==> src/rtl/quad_dac_pkg.sv <==
package quad_dac_pkg;
  localparam int unsigned NCH_DEF = 4;
  localparam int unsigned DW_DEF  = 8;

  function automatic int unsigned frame_w(int unsigned nch, int unsigned dw);
    return $clog2(nch) + 1 + dw;
  endfunction
endpackage

==> src/rtl/pin_sync.sv <==
module pin_sync #(
  parameter int unsigned W      = 1,
  parameter logic [W-1:0] RST_V = '0
) (
  input  logic         clk_i,
  input  logic         rst_ni,
  input  logic [W-1:0] pin_i,
  output logic [W-1:0] lvl_o,
  output logic [W-1:0] fall_o
);
  logic [W-1:0] s1_q, s2_q, s3_q;

  for (genvar i = 0; i < W; i++) begin : g_bit
    always_ff @(posedge clk_i or negedge rst_ni) begin
      if (!rst_ni) begin
        s1_q[i] <= RST_V[i];
        s2_q[i] <= RST_V[i];
        s3_q[i] <= RST_V[i];
      end else begin
        s1_q[i] <= pin_i[i];
        s2_q[i] <= s1_q[i];
        s3_q[i] <= s2_q[i];
      end
    end
    assign fall_o[i] = s3_q[i] & ~s2_q[i];
  end

  assign lvl_o = s2_q;
endmodule

==> src/rtl/frame_shifter.sv <==
module frame_shifter #(
  parameter int unsigned FW = 11
) (
  input  logic          clk_i,
  input  logic          rst_ni,
  input  logic          shift_i,
  input  logic          bit_i,
  output logic [FW-1:0] frame_o
);
  logic [FW-1:0] sh_q;

  // oldest bits fall off the top; last FW bits remain
  always_ff @(posedge clk_i or negedge rst_ni) begin
    if (!rst_ni)      sh_q <= '0;
    else if (shift_i) sh_q <= {sh_q[FW-2:0], bit_i};
  end

  assign frame_o = sh_q;


  hold_when_idle_chk: assert property (@(posedge clk_i) disable iff (!rst_ni)
    !shift_i |=> $stable(sh_q));

  msb_first_chk: assert property (@(posedge clk_i) disable iff (!rst_ni)
    shift_i |=> sh_q[0] == $past(bit_i));
endmodule

==> src/rtl/chan_bank.sv <==
module chan_bank #(
  parameter int unsigned NCH = 4,
  parameter int unsigned DW  = 8,
  localparam int unsigned AW = $clog2(NCH),
  localparam int unsigned EW = DW + 1
) (
  input  logic           clk_i,
  input  logic           rst_ni,
  input  logic           wr_i,
  input  logic [AW-1:0]  addr_i,
  input  logic [EW-1:0]  word_i,
  input  logic           xfer_i,
  output logic [NCH*DW-1:0] code_o,
  output logic [NCH-1:0] range_o
);
  logic [NCH-1:0] we;
  logic [EW-1:0]  in_q  [NCH];
  logic [EW-1:0]  out_q [NCH];

  for (genvar c = 0; c < NCH; c++) begin : g_ch
    assign we[c] = wr_i && (addr_i == AW'(c));

    always_ff @(posedge clk_i or negedge rst_ni) begin
      if (!rst_ni)    in_q[c] <= '0;
      else if (we[c]) in_q[c] <= word_i;
    end

    always_ff @(posedge clk_i or negedge rst_ni) begin
      if (!rst_ni)     out_q[c] <= '0;
      else if (xfer_i) out_q[c] <= in_q[c];
    end

    assign code_o[c*DW +: DW] = out_q[c][DW-1:0];
    assign range_o[c]         = out_q[c][DW];


    untouched_chan_chk: assert property (@(posedge clk_i) disable iff (!rst_ni)
      !we[c] |=> $stable(in_q[c]));

    out_hold_chk: assert property (@(posedge clk_i) disable iff (!rst_ni)
      !xfer_i |=> $stable(out_q[c]));
  end


  one_target_chk: assert property (@(posedge clk_i) disable iff (!rst_ni)
    $onehot0(we));
endmodule

==> src/rtl/quad_dac_frontend.sv <==
module quad_dac_frontend
  import quad_dac_pkg::*;
#(
  parameter int unsigned NCH = NCH_DEF,
  parameter int unsigned DW  = DW_DEF,
  localparam int unsigned AW = $clog2(NCH),
  localparam int unsigned FW = AW + 1 + DW
) (
  input  logic              clk_i,
  input  logic              rst_ni,
  input  logic              sclk_i,
  input  logic              sdata_i,
  input  logic              load_ni,
  input  logic              upd_ni,
  output logic [NCH*DW-1:0] code_o,
  output logic [NCH-1:0]    range_o
);
  // pin order: sclk, sdata, load, upd (load/upd idle high)
  logic [3:0] lvl, fall;
  logic [FW-1:0] frame;

  pin_sync #(.W(4), .RST_V(4'b1100)) u_sync (
    .clk_i, .rst_ni,
    .pin_i  ({upd_ni, load_ni, sdata_i, sclk_i}),
    .lvl_o  (lvl),
    .fall_o (fall)
  );

  frame_shifter #(.FW(FW)) u_shift (
    .clk_i, .rst_ni,
    .shift_i (fall[0]),
    .bit_i   (lvl[1]),
    .frame_o (frame)
  );

  // update held low -> output stage transparent (one cycle behind latch)
  chan_bank #(.NCH(NCH), .DW(DW)) u_bank (
    .clk_i, .rst_ni,
    .wr_i    (fall[2]),
    .addr_i  (frame[FW-1 -: AW]),
    .word_i  (frame[DW:0]),
    .xfer_i  (!lvl[3]),
    .code_o,
    .range_o
  );


  reset_zero_chk: assert property (@(posedge clk_i)
    !rst_ni |=> (code_o == '0 && range_o == '0) || !rst_ni);
endmodule

==> config.mk <==
export PLATFORM = sky130hd
export DESIGN_NAME = quad_dac_frontend
export DESIGN_NICKNAME = d
export VERILOG_FILES = /design/src/rtl/quad_dac_pkg.sv /design/src/rtl/pin_sync.sv /design/src/rtl/frame_shifter.sv /design/src/rtl/chan_bank.sv /design/src/rtl/quad_dac_frontend.sv
export SDC_FILE = /design/constraint.sdc
export NUM_CORES = 1
export LEC_CHECK = 0
export BUFFER_PORTS_ARGS = -buffer_cell sky130_fd_sc_hd__buf_4
export CAP_MARGIN = 20
export CORE_ASPECT_RATIO = 0.9
export CORE_MARGIN = 2
export CORE_UTILIZATION = 42
export DETAILED_ROUTE_END_ITERATION = 6
export GPL_ROUTABILITY_DRIVEN = 1
export PLACE_DENSITY_LB_ADDON = 0.08
export SYNTH_ARGS = -nofsm -noshare
export SYNTH_HDL_FRONTEND = slang
export SYNTH_SLANG_ARGS = --single-unit
==> constraint.sdc <==
create_clock -name clk_i -period 2.05 [get_ports clk_i]
set_input_delay 0.3075 -clock clk_i [delete_from_list [all_inputs] [get_ports clk_i]]
set_output_delay 0.3075 -clock clk_i [all_outputs]
set_load 0.02 [all_outputs]
==> results of run 1 <==
-- routing by layer --
metal	vias up	wire length, um
li1	773	-
met1	892	2390
met2	33	2710
met3	6	259
met4	0	61
met5	-	0
-- stage by stage --
stage                     std cells  setup WS (ps)  cell area (um^2)
after floorplan                 188            565              3370
after global placement          325            558              3850
after detailed placement        325            533              3850
after CTS                       342            525              4050
after global routing            342            413              4050
final                           342            542              4050
-- logic make-up (layout without fill, tap and decap cells) --
logic type | count (synthesis) | in the layout | synth area share, %
AND/OR/NAND/NOR | 5 | 5 | 2.01
multiplexers | 83 | 83 | 27.7
buffers and inverters | 7 | 65 | 1.00
flip-flops | 93 | 93 | 69.3
-- cell usage after synthesis --
cell | count | area share, %
nor2b_1 | 1 | 0.19
nor4bb_1 | 1 | 0.30
nand4b_2 | 1 | 0.45
clkbuf_1 | 1 | 0.11
dfrtp_1 | 88 | 65
dfstp_2 | 5 | 3.9
buf_2 | 6 | 0.89
nor4b_4 | 1 | 0.71
and4bb_2 | 1 | 0.37
mux2_2 | 83 | 28
-- critical path: cells and delay by family (launching register included) --
| kind | cells | cell delay, ps |
|---|---|---|
| mux | 1 | 340 |
| flops | 1 | 560 |
| buf+inv | 1 | 220 |
| simple gates | 1 | 270 |
-- where the power goes --
part	internal (mW)	switching [mW]	total, mW
clock	0.596	0.586	1.18
combinational	0.979	0.752	1.73
sequential	2.54	0.465	3.00
-- state kept, by name (all words and copies together) (netlist names) --
signal           flops
u_sync.s3_q          2
u_sync.s1_q          4
u_bank.range_o       4
u_shift.frame_o     11
u_sync.lvl_o         4
u_bank.code_o       32
u_bank.in_q         36
-- path summary, 6_finish.rpt --
kind	slack [ps]	depth (start not counted)	end
worst max-delay path	540	3	u_bank.in_q[26]
worst min-delay path	60	1	u_sync.s1_q[3]
worst max register to register	540	3	u_bank.in_q[26]
worst min register to register	360	0	u_sync.lvl_o[1]
max in group asynchronous	1000	3	u_bank.in_q[26]
min in group asynchronous	430	2	u_bank.in_q[9]
-- cell type report --
class	instances	area [um^2]	share of cell area [%]
sequential	93	2330	57.6
multi-input combinational	88	1010	24.9
timing repair buffer	49	395	9.76
clock buffer	12	145	3.58
tap	96	120	2.96
clock inverter	4	50.0	1.23
-- what timing repair did --
item,in CTS,in global routing
buffers inserted,0,0
endpoints found under the hold margin,26,0
hold buffers,1,0
==> impl_metrics.py, run 1 <==
metrics = {
    "detailed_routing": {
        "firstDrtPassIters": 3,
        "route.detailed.drc": 0,
        "wire_per_inst_um": 15.9,
        "ant_nets": 0,
        "wl_um": 5420,
        "drt_iter0_markers": 45,
        "via_count": 1704,
        "drt-vias-per-instance": 4.98,
    },
    "timing": {
        "relSlewSlack_pct": 72.6,
        "timing.fmax_mhz": 663,
        "hold_violations": 0,
        "post-route-min-period_ps": 1510,
        "setup-tns-final_ps": 0,
        "slew_viol_final": 0,
        "timing.final.crit_share_pct": 73.6,
        "fin_hold_ws_ps": 59.2,
        "fin_skew_ps": 13.1,
        "rsz0062_at_grt": "no",
        "worst_slew_pin_slew_ps": 411,
        "setup_viol": 0,
    },
    "synth": {
        "syn_avg_cell_area_um2": 17.9,
        "ys_types": 10,
        "ys_seq_elements": 93,
        "syn_inst": 188,
        "synth_warnings": 0,
        "syn_area_um2": 3370,
        "yosysSeqAreaShare_pct": 69.3,
        "synth_nets": 194,
    },
    "die": {
        "die-area_um2": 8760,
        "start_util_pct": 44.0,
        "fp.dieW_um": 98.4,
        "num_io_pins": 42,
        "die_height_um": 89.0,
        "core_um2": 7660,
        "num_rows": 30,
    },
    "cells_and_area": {
        "drive_gt1_share_pct": 62.6,
        "fin_nets": 247,
        "fillCellCount": 648,
        "n_antenna_cell": 0,
        "area_growth_pct": 20.3,
        "final_common_cell": "dfrtp_1",
        "utilization_pct": 52.9,
        "layout_common_cells": "dfrtp_1 (88), mux2_2 (83), buf_4 (46), clkbuf_8 (10), dfstp_2 (5)",
    },
    "grt": {
        "grt_max_degree": 43,
        "grt_use_met3_pct": 5.63,
        "grt_use_total_pct": 14.2,
        "busiest_layer": "met2",
        "antenna_found_initial": 0,
        "grt_pass1_vias": 1896,
        "grt_pass1_wl_um": 9530,
        "use_met2_pct": 23.6,
        "met1_usage_pct": 17.4,
        "grt-ovfl-total": 0,
    },
    "clocking": {
        "cts_buffers": 9,
        "cts_resized": 0,
        "cts.path.max_buffers": 2,
        "h-tree-depth": 3,
        "clk_latency_ps": 350,
        "cts-root-buf": "clkbuf_8",
        "clk_pin_slew_ps": 80,
        "cts_tree": "done",
        "cts_sinks": 93,
    },
    "worst_setup_path": {
        "crit_slowest_cell": "dfstp_2",
        "path_cells": "nor4bb_2, buf_4, mux2_2",
        "rr_startpoint": "u_sync.s3_q[2]",
        "crit_required_ps": 2280,
        "criticalPathCategory": "reg2reg",
        "crit_path_end_kind": "flip-flop",
        "startpoint_type": "flip-flop",
        "critical_path.max_stage_delay_ps": 560,
        "cp.arrival_ps": 1740,
        "critPathLaunch": "u_sync.s3_q[2]",
        "path_max_fanout": 9,
    },
    "place": {
        "port_buffers": 41,
        "gp_congestion": 0.729,
        "dp_hpwl_um": 3820,
    },
    "min_path": {
        "min_from": "upd_ni",
        "hold_path.class": "in2reg",
    },
    "run_status": {
        "status": "finished clean",
    },
    "power_and_ir_drop": {
        "max-vdd-ir-drop_mv": 0.751,
        "leakage_nw": 1.95,
        "finalPower_mw": 5.91,
        "p_per_area_nw_per_um2": 1460,
    },
    "flow_run": {
        "maxCapViolCount": 0,
    },
}
(Power assumes the default switching activity.)
==> run 2, diff against run 1 <==
clock period = 1.5 ns   (was 2.05 ns; I/O delays follow)
==> run 2 against run 1 <==
Net effect:
- clock power increased by 56%
- worst setup slack got worse by 500 ps
- die area stayed put
- power grew 42%
- combinational power up 42%
- routed wire length increased by 3.5%
- clock skew barely moved
- via count increased by 0.76%
- highest routed layer unchanged
==> impl_metrics.py, run 2 (synthesis results as in run 1) <==
metrics = {
    "die": {
        "start_util_pct": 44.0,
        "num_rows": 30,
        "die_height_um": 89.0,
        "core_um2": 7660,
        "fp.dieW_um": 98.4,
        "num_io_pins": 42,
        "die-area_um2": 8760,
    },
    "worst_setup_path": {
        "startpoint_type": "flip-flop",
        "criticalPathCategory": "reg2reg",
        "ff2ff_path_depth": 3,
        "cp.arrival_ps": 1690,
        "crit_required_ps": 1740,
        "reg2reg_slack_ps": 40,
        "crit_path_end_kind": "flip-flop",
        "r2r-end": "u_bank.in_q[35]",
        "path_max_fanout": 5,
        "rr_startpoint": "u_sync.s3_q[2]",
    },
    "timing": {
        "slew_viol_final": 0,
        "hold_violations": 0,
        "timing.fmax_mhz": 687,
        "relSlewSlack_pct": 68.9,
        "fin_skew_ps": 12.6,
        "post-route-min-period_ps": 1460,
        "timing.final.crit_share_pct": 97.0,
        "setup_viol": 0,
        "rsz0062_at_grt": "yes",
        "worst_slew_pin_slew_ps": 467,
    },
    "power_and_ir_drop": {
        "p_per_area_nw_per_um2": 2030,
        "max-vdd-ir-drop_mv": 0.787,
        "leakage_nw": 2.00,
    },
    "cells_and_area": {
        "drive_gt1_share_pct": 62.4,
        "final_area_um2": 4160,
        "n_antenna_cell": 0,
        "multi_input_area_um2": 1040,
        "final_cell_count_no_fill": 346,
        "largest_reg_flops": 36,
        "area_growth_pct": 23.4,
        "top_register": "u_bank.in_q",
        "final-seq-area_um2": 2340,
        "final_common_cell": "dfrtp_1",
        "utilization_pct": 54.3,
        "fillCellCount": 654,
        "fin_nets": 251,
        "layout_common_cells": "dfrtp_1 (86), mux2_2 (78), buf_4 (46), clkbuf_8 (11)",
    },
    "clocking": {
        "cts_sinks": 93,
        "clk_pin_slew_ps": 80,
        "clk_latency_ps": 350,
        "cts_buffers": 9,
        "cts.path.max_buffers": 2,
        "h-tree-depth": 3,
        "cts_tree": "done",
        "cts-root-buf": "clkbuf_8",
        "cts_setup_buffers": 0,
    },
    "detailed_routing": {
        "route.detailed.drc": 0,
        "via_count": 1717,
        "ant_nets": 0,
        "drt-vias-per-instance": 4.96,
        "firstDrtPassIters": 4,
        "wl_um": 5610,
        "wire_per_inst_um": 16.2,
        "drt_iter0_markers": 37,
    },
    "run_status": {
        "status": "finished clean",
    },
    "grt": {
        "grt_pass1_vias": 1856,
        "antenna_found_initial": 0,
        "grt_pass1_wl_um": 9510,
        "grt_use_total_pct": 14.3,
        "grt-ovfl-total": 0,
        "grt_max_degree": 94,
    },
    "min_path": {
        "min_from": "u_sync.s1_q[1]",
        "hold_path.class": "reg2reg",
        "whs_path_depth": 0,
        "hold_end": "u_sync.lvl_o[1]",
    },
    "flow_run": {
        "maxCapViolCount": 0,
    },
    "place": {
        "place_inst": 325,
        "port_buffers": 41,
        "gp_congestion": 0.696,
        "placed_area_um2": 3850,
        "dp_hpwl_um": 3640,
    },
}
==> run 2: changes by cell type in the layout (fill, tap and decap cells not counted), moves of 2 or more <==
cell	delta
dlygate4sd3_1	+4
mux2_2	-5
mux2_4	+5
dfrtp_1	-2
dfrtp_2	+2
==> run 2: critical path, stage by stage (launching register included) <==
cell and delay [ps]:
dfstp_2 570, nor4b_4 240, buf_4 200, mux2_2 340
==> run 2: how the worst max path moves through the flow <==
stage                                   start                end  slack (ps)
after floorplan               u_sync.lvl_o[3]  u_bank.code_o[10]          10
after CTS                  u_shift.frame_o[9]    u_bank.in_q[18]           5
after global routing      u_shift.frame_o[10]    u_bank.in_q[20]         -20
after global placement         u_sync.s3_q[2]    u_bank.in_q[20]          -5
final                          u_sync.s3_q[2]    u_bank.in_q[35]          40
after detailed placement       u_sync.s3_q[2]    u_bank.in_q[18]         -80
==> run 2: routing by layer <==
layer  track usage, %  routed length (um)  vias up
met4             7.85                 105        0
met3             3.67                 202        8
li1                 -                   -      784
met5                0                   0        -
met2             22.1                2660       32
met1             18.7                2640      893
==> run 2: area by class of cell <==
class / instances / share of cell area, %
Tap cell: 96 / 2.89
Clock inverter: 3 / 1.63
Clock buffer: 13 / 3.82
Sequential cell: 93 / 56.2
Multi-Input combinational cell: 88 / 25.0
Timing Repair Buffer: 53 / 10.5
==> run 2: power by group <==
group | internal [mW] | switching (mW) | total [mW] | leakage, nW
logic | 1.40 | 1.05 | 2.45 | 0.713
clock network | 1.03 | 0.804 | 1.84 | 0.110
registers | 3.47 | 0.666 | 4.14 | 1.18
==> run 2: per-stage QoR <==
step                setup TNS (ps)  power [mW]  worst slack, ps  hold slack [ps]
floorplan                        0        5.47             14.8            -70.6
global placement             -34.2        6.48            -5.13              295
detailed placement            -686        6.60            -80.9              307
CTS                              0        8.48             5.02              357
global route                  -114        8.91            -19.2              359
finish                           0        8.42             44.5              353
==> run 2: what timing repair did <==
item	in CTS	in global routing
endpoints found under the setup margin	10	16
hold buffers	5	0
pin swaps	1	0
endpoints found under the hold margin	92	0
cloned	0	0
gates resized for setup	2	7
